## config.mk

```make
export PLATFORM = sky130hd
export DESIGN_NAME = vl_loop_ctrl
export DESIGN_NICKNAME = d
export VERILOG_FILES = /design/src/rtl/vlc_pkg.sv /design/src/rtl/vlc_decode.sv /design/src/rtl/vlc_len_calc.sv /design/src/rtl/vlc_ctr_step.sv /design/src/rtl/vl_loop_ctrl.sv
export SDC_FILE = /design/constraint.sdc
export NUM_CORES = 1
export LEC_CHECK = 0
export BUFFER_PORTS_ARGS = -buffer_cell sky130_fd_sc_hd__buf_2
export CAP_MARGIN = 10
export CELL_PAD_IN_SITES_DETAIL_PLACEMENT = 1
export CELL_PAD_IN_SITES_GLOBAL_PLACEMENT = 1
export CORE_AREA = 4 4 133 135
export CTS_BUF_LIST = sky130_fd_sc_hd__clkbuf_16
export DETAILED_ROUTE_END_ITERATION = 12
export DIE_AREA = 0 0 137 139
export PLACE_DENSITY = 0.93
export SYNTH_ARGS = -nofsm -noshare
export SYNTH_HDL_FRONTEND = slang
export SYNTH_SLANG_ARGS = --single-unit
```

## constraint.sdc

```tcl
create_clock -name clk -period 4.2 [get_ports clk]
set_input_delay 0.42 -clock clk [delete_from_list [all_inputs] [get_ports clk]]
set_output_delay 0.42 -clock clk [all_outputs]
set_load 0.03 [all_outputs]
```

## src/rtl/vlc_pkg.sv

```systemverilog
package vlc_pkg;

    localparam int DEF_CTR_W    = 64;
    localparam int DEF_VL_W     = 6;
    localparam int DEF_VL_LIMIT = 32;

    typedef enum logic [1:0] {
        OP_IDLE   = 2'b00,
        OP_LOAD   = 2'b01,
        OP_SETLEN = 2'b10,
        OP_BRANCH = 2'b11
    } op_e;

    typedef struct packed {
        logic load;
        logic setlen;
        logic branch;
    } dec_t;

    function automatic dec_t decode_cmd(logic valid, logic [1:0] op);
        dec_t d;
        d.load   = valid && (op == OP_LOAD);
        d.setlen = valid && (op == OP_SETLEN);
        d.branch = valid && (op == OP_BRANCH);
        return d;
    endfunction

endpackage

```

## src/rtl/vlc_decode.sv

```systemverilog
module vlc_decode
    import vlc_pkg::*;
(
    input  logic       cmd_valid,
    input  logic [1:0] cmd_op,
    output dec_t       dec
);
    always_comb begin
        dec = decode_cmd(cmd_valid, cmd_op);
    end
endmodule

```

## src/rtl/vlc_len_calc.sv

```systemverilog
module vlc_len_calc #(
    parameter int CTR_W    = 64,
    parameter int VL_W     = 6,
    parameter int VL_LIMIT = 32
) (
    input  logic [CTR_W-1:0] req_max,
    input  logic [CTR_W-1:0] ctr,
    output logic [VL_W-1:0]  vl_new
);
    localparam logic [CTR_W-1:0] LIMIT_EXT = CTR_W'(VL_LIMIT);

    logic [CTR_W-1:0] cap;

    always_comb begin
        cap    = (req_max > LIMIT_EXT) ? LIMIT_EXT : req_max;
        vl_new = (ctr < cap) ? VL_W'(ctr) : VL_W'(cap);
    end
endmodule

```

## src/rtl/vlc_ctr_step.sv

```systemverilog
module vlc_ctr_step #(
    parameter int CTR_W = 64,
    parameter int VL_W  = 6
) (
    input  logic [CTR_W-1:0] ctr,
    input  logic [VL_W-1:0]  vl,
    output logic [CTR_W-1:0] ctr_next,
    output logic             taken_next
);
    logic [CTR_W-1:0] vl_ext;

    always_comb begin
        vl_ext     = {{(CTR_W-VL_W){1'b0}}, vl};
        ctr_next   = (vl_ext > ctr) ? '0 : (ctr - vl_ext);
        taken_next = (ctr_next != '0);
    end
endmodule

```

## src/rtl/vl_loop_ctrl.sv

```systemverilog
module vl_loop_ctrl
    import vlc_pkg::*;
#(
    parameter int CTR_W    = DEF_CTR_W,
    parameter int VL_W     = DEF_VL_W,
    parameter int VL_LIMIT = DEF_VL_LIMIT
) (
    input  logic             clk,
    input  logic             rst,
    input  logic             cmd_valid,
    input  logic [1:0]       cmd_op,
    input  logic [CTR_W-1:0] cmd_operand,
    output logic [VL_W-1:0]  vl_o,
    output logic [CTR_W-1:0] ctr_o,
    output logic             taken_o
);
    dec_t             dec;
    logic [VL_W-1:0]  vl_q, vl_calc;
    logic [CTR_W-1:0] ctr_q, ctr_dec;
    logic             taken_q, taken_calc;

    vlc_decode u_dec (
        .cmd_valid (cmd_valid),
        .cmd_op    (cmd_op),
        .dec       (dec)
    );

    vlc_len_calc #(.CTR_W(CTR_W), .VL_W(VL_W), .VL_LIMIT(VL_LIMIT)) u_len (
        .req_max (cmd_operand),
        .ctr     (ctr_q),
        .vl_new  (vl_calc)
    );

    vlc_ctr_step #(.CTR_W(CTR_W), .VL_W(VL_W)) u_step (
        .ctr        (ctr_q),
        .vl         (vl_q),
        .ctr_next   (ctr_dec),
        .taken_next (taken_calc)
    );

    always_ff @(posedge clk) begin
        if (rst) begin
            ctr_q   <= '0;
            vl_q    <= '0;
            taken_q <= 1'b0;
        end else begin
            taken_q <= 1'b0;
            if (dec.load) begin
                ctr_q <= cmd_operand;
            end else if (dec.setlen) begin
                vl_q <= vl_calc;
            end else if (dec.branch) begin
                ctr_q   <= ctr_dec;
                taken_q <= taken_calc;
            end
        end
    end

    assign vl_o    = vl_q;
    assign ctr_o   = ctr_q;
    assign taken_o = taken_q;
endmodule

```

==> run summary <==
## Placement
- **Detail Placement HPWL** 23,190 um
- **global placer's final weighted congestion** 0.9733
- **Port Buffers** 139
- **cell area after placement** 8031 um^2
- **pre-CTS setup slack** 0.09093 ns

## Final layout
- **Total Nets Final** 1,251
- **number of filler cells placed in the layout** 2,194
- **Seq. cell area** 1421 um^2
- **final core utilization** 0.5041
- **fraction of layout cells with a size suffix above 1** 0.1937
- **area taken by multi-input logic gates** 5167 um^2
- **Antenna diodes** 0
- **Area Overhead vs Synth** 23.70%
- **Finished Cell Area** 8300 um^2

## STA
- **Max Transition Viols Final** 0
- **number of endpoints with negative hold slack in the final report** 0
- **final period utilization** 0.9190
- **Max Freq** 259.1 MHz
- **Final setup viols** 0
- **Min Hold Slack** 0.4033 ns
- **setup tns final** 0 ns
- **minimum clock period after layout** 3.860 ns
- **largest clock skew in the final design** 0.009072 ns
- **pin slew with the least headroom to its limit** 1.108 ns
- **RSZ-0062 raised after global routing** false
- **worst slew margin relative to its limit** 0.2614
- **final worst-path setup slack** 0.3400 ns

## Clock network
- **Reg clk slew, reported paths** 0.06 ns
- **CTS sink count** 71
- **total of cells resized after clock tree synthesis** 0
- **depth of the CTS H-tree** 3
- **cts bufs inserted** 9
- **hold-fix buffer count after cts** 0
- **root buffer cell** sky130_fd_sc_hd__clkbuf_16
- **clock latency of the later-clocked register in the worst-skew pair** 0.35 ns
- **Bufs on Longest Clock Path** 2
- **CTS tree** yes

## Job
- **Max-Cap Viols** 0

## Yosys
- **cell count after synthesis** 911
- **Most used DFF post-synth** sky130_fd_sc_hd__dfxtp_1
- **Synth area leaders** sky130_fd_sc_hd__dfxtp_1, sky130_fd_sc_hd__ha_1, sky130_fd_sc_hd__nor2_1, sky130_fd_sc_hd__nor4_1, sky130_fd_sc_hd__o21ai_0
- **Synth Cell Area** 6710 um^2
- **Synth async-reset ratio** 0
- **number of unique standard cell types used by synthesis** 72
- **number of flops mapped to enable cells by yosys** 0
- **average size of a mapped cell** 7.366 um^2
- **synthesis-stage register bit count** 71
- **Synthesis Warnings** 0
- **library cell with the largest summed area after synthesis** sky130_fd_sc_hd__dfxtp_1
- **fraction of post-synthesis cell area in the top cell type by area** 0.2118
- **share of synthesized area occupied by flip-flops and latches** 0.2118

## Floorplan
- **Ports** 140
- **Initial Util** 0.4075
- **die boundary height** 139 um
- **Core Area** 16,470 um^2
- **total die area** 19,040 um^2
- **site row count** 47
- **Die Width** 137 um

## Detailed routing
- **routed len/inst** 22.81 um
- **number of DRC violations after detailed-routing iteration 0** 697
- **DR DRC count** 0
- **average via count per standard cell** 6.420
- **Detailed Route WL** 30,460 um
- **count of antenna-violating nets left after detailed routing** 0
- **via total after detailed routing** 8,571
- **DR pass1 iterations** 5

## Setup path
- **startpoint type of the worst setup path** register
- **CP most frequent cell** sky130_fd_sc_hd__nor4_1
- **ordered cell list for the critical path** inv_1 -> ha_1 -> a21oi_1 -> a21boi_0 -> nor4_1 -> nor2b_1 -> or4_1 -> nor4_1 -> nand4_1 -> nor4_1 -> nor2_1
- **data arrival at the endpoint of the critical path** 4.07 ns
- **longest individual stage delay on the worst path** 0.76 ns
- **classification of the worst setup path** register to register
- **crit path capture type** register
- **cell with the biggest individual delay on the critical path** sky130_fd_sc_hd__a21boi_0
- **data required time of the worst path** 4.41 ns
- **Critical Path Fanout Max** 6

## Global route
- **initial antenna violation count** 2
- **global route overflow** 0
- **Tot GR Track Use** 0.3182
- **vias in the first global route** 8,939
- **global-route wire length before repair** 48,030 um
- **pin count of the biggest net entering global routing** 61

## Power
- **Static Leakage** 3.829 nW
- **peak ir drop on the vdd network** 0.0002383 V
- **PwrDens** 296.7 nW/um^2

## Run status
- **result of the run** complete, no violations

## Min path
- **path category of the worst min-delay check** input port to register

[per-stage QoR]
| step | power [mW] | instances |
|---|---|---|
| 3_5_place_dp | 1.730 | 1318 |
| 5_1_grt | 2.571 | 1335 |
| 3_3_place_gp | 1.689 | 1318 |
| 2_1_floorplan | 1.393 | 968 |
| 4_1_cts | 2.429 | 1332 |
| 6_report | 2.463 | 1335 |
[layer usage]
| layer | global-route usage | up-vias | part of all wire | routed length (um) |
|---|---|---|---|---|
| met5 | 0 | - | 0.00062 | 19 |
| met4 | 0.1880 | 4 | 0.056 | 1698 |
| met3 | 0.05878 | 126 | 0.086 | 2628 |
| met1 | 0.3943 | 4171 | 0.39 | 12000 |
| li1 | - | 3804 | - | - |
| met2 | 0.5097 | 466 | 0.46 | 14120 |
[worst max-delay path, delay by kind of cell (launching register included)]
family                   cells  cell delay [ns]
AO/OA/AOI/OAI                2             0.89
adder cells (fa/ha/maj)      1             0.39
flip-flops                   1             0.41
AND/OR/NAND/NOR              7             1.95
buffers and inverters        1             0.07
[report_power, final]
part | internal (mW) | switching (mW)
Clock | 0.385 | 0.311
Combinational | 0.354 | 0.646
Sequential | 0.709 | 0.0582
Total | 1.45 | 1.02
[path summary, 6_finish.rpt]
kind,from,end,slack (ns),cells past startpoint
setup / recovery,vl_o[2],taken_o,0.34,11
hold / removal,cmd_operand[46],ctr_o[46],0.40,3
setup reg to reg,vl_o[2],taken_o,0.34,11
hold reg to reg,vl_o[3],vl_o[3],0.51,2
[cells in the mapped netlist, types with 6 or more instances]
master,n
sky130_fd_sc_hd__or3_1,21
sky130_fd_sc_hd__o211ai_1,6
sky130_fd_sc_hd__buf_2,6
sky130_fd_sc_hd__a22oi_1,27
sky130_fd_sc_hd__a21oi_1,44
sky130_fd_sc_hd__clkbuf_1,43
sky130_fd_sc_hd__nor4_1,50
sky130_fd_sc_hd__o2bb2ai_1,8
sky130_fd_sc_hd__xor2_1,12
sky130_fd_sc_hd__a22o_1,7
sky130_fd_sc_hd__a221oi_1,7
sky130_fd_sc_hd__nor3_1,44
sky130_fd_sc_hd__ha_1,69
sky130_fd_sc_hd__o31ai_1,6
sky130_fd_sc_hd__xnor2_1,18
sky130_fd_sc_hd__and3_1,11
sky130_fd_sc_hd__dfxtp_1,71
sky130_fd_sc_hd__nand3_1,9
sky130_fd_sc_hd__nor2_1,121
sky130_fd_sc_hd__a32o_1,7
sky130_fd_sc_hd__a211oi_1,13
sky130_fd_sc_hd__inv_1,30
sky130_fd_sc_hd__or4_1,13
sky130_fd_sc_hd__o21ai_0,57
sky130_fd_sc_hd__o32ai_1,6
sky130_fd_sc_hd__a21o_1,13
sky130_fd_sc_hd__nor2b_1,14
sky130_fd_sc_hd__nand2_1,66
sky130_fd_sc_hd__nand4_1,29
[repair_timing]
action                                  CTS  global route
hold endpoints to repair                  0             0
buffers inserted                          0             3
endpoints found under the setup margin    0             1
[registers in the layout (all words and copies together), names as in the netlist]
signal	count
taken_o	1
vl_o	6
ctr_o	64
[cell families (layout without fill, tap and decap cells)]
kind of cell,count (synthesis),in the layout,synth area share
buffers and inverters,84,231,0.05034
muxes,2,2,0.003170
adders and majority gates,70,70,0.1316
other,1,58,0.0005589
and+or+nand+nor,416,416,0.3235
xor gates and xnor gates,30,30,0.03916
AOI/OAI and AO/OA,237,237,0.2398
DFF,71,71,0.2118
[layout make-up]
class                      count  share of cell area
timing repair buffer         186              0.1293
clock buffer                   9             0.02713
sequential                    71              0.1712
tap                          220             0.03316
clock inverter                 5            0.002563
multi-input combinational    813              0.6226
inverter                      31             0.01402
[layout by cell type, fill, tap and decap left out, types with 4 or more instances in the layout]
cell type                   instances
sky130_fd_sc_hd__a21o_1            13
sky130_fd_sc_hd__nand4_1           29
sky130_fd_sc_hd__a211oi_1          13
sky130_fd_sc_hd__nor3_1            44
sky130_fd_sc_hd__or3_1             21
sky130_fd_sc_hd__dfxtp_1           71
sky130_fd_sc_hd__a22oi_1           27
sky130_fd_sc_hd__ha_1              69
sky130_fd_sc_hd__buf_4             45
sky130_fd_sc_hd__and3_1            11
sky130_fd_sc_hd__nand2b_1           4
sky130_fd_sc_hd__nand4b_1           4
sky130_fd_sc_hd__conb_1            58
sky130_fd_sc_hd__clkbuf_16          9
sky130_fd_sc_hd__nor3b_1            5
sky130_fd_sc_hd__o21ai_0           57
sky130_fd_sc_hd__a21oi_1           44
sky130_fd_sc_hd__nand3b_1           4
sky130_fd_sc_hd__buf_2            139
sky130_fd_sc_hd__nor4_1            50
sky130_fd_sc_hd__xor2_1            12
sky130_fd_sc_hd__xnor2_1           18
sky130_fd_sc_hd__o31ai_1            6
sky130_fd_sc_hd__o211ai_1           6
sky130_fd_sc_hd__or4_1             13
sky130_fd_sc_hd__a221oi_1           7
sky130_fd_sc_hd__nor2b_1           14
sky130_fd_sc_hd__o2bb2ai_1          8
sky130_fd_sc_hd__or2_2              5
sky130_fd_sc_hd__a32o_1             7
sky130_fd_sc_hd__nand3_1            9
sky130_fd_sc_hd__nand2_1           66
sky130_fd_sc_hd__o32ai_1            6
sky130_fd_sc_hd__nor2_1           121
sky130_fd_sc_hd__a22o_1             7
sky130_fd_sc_hd__a32oi_1            5
sky130_fd_sc_hd__inv_1             33
Power figures use the tool's default switching activity.
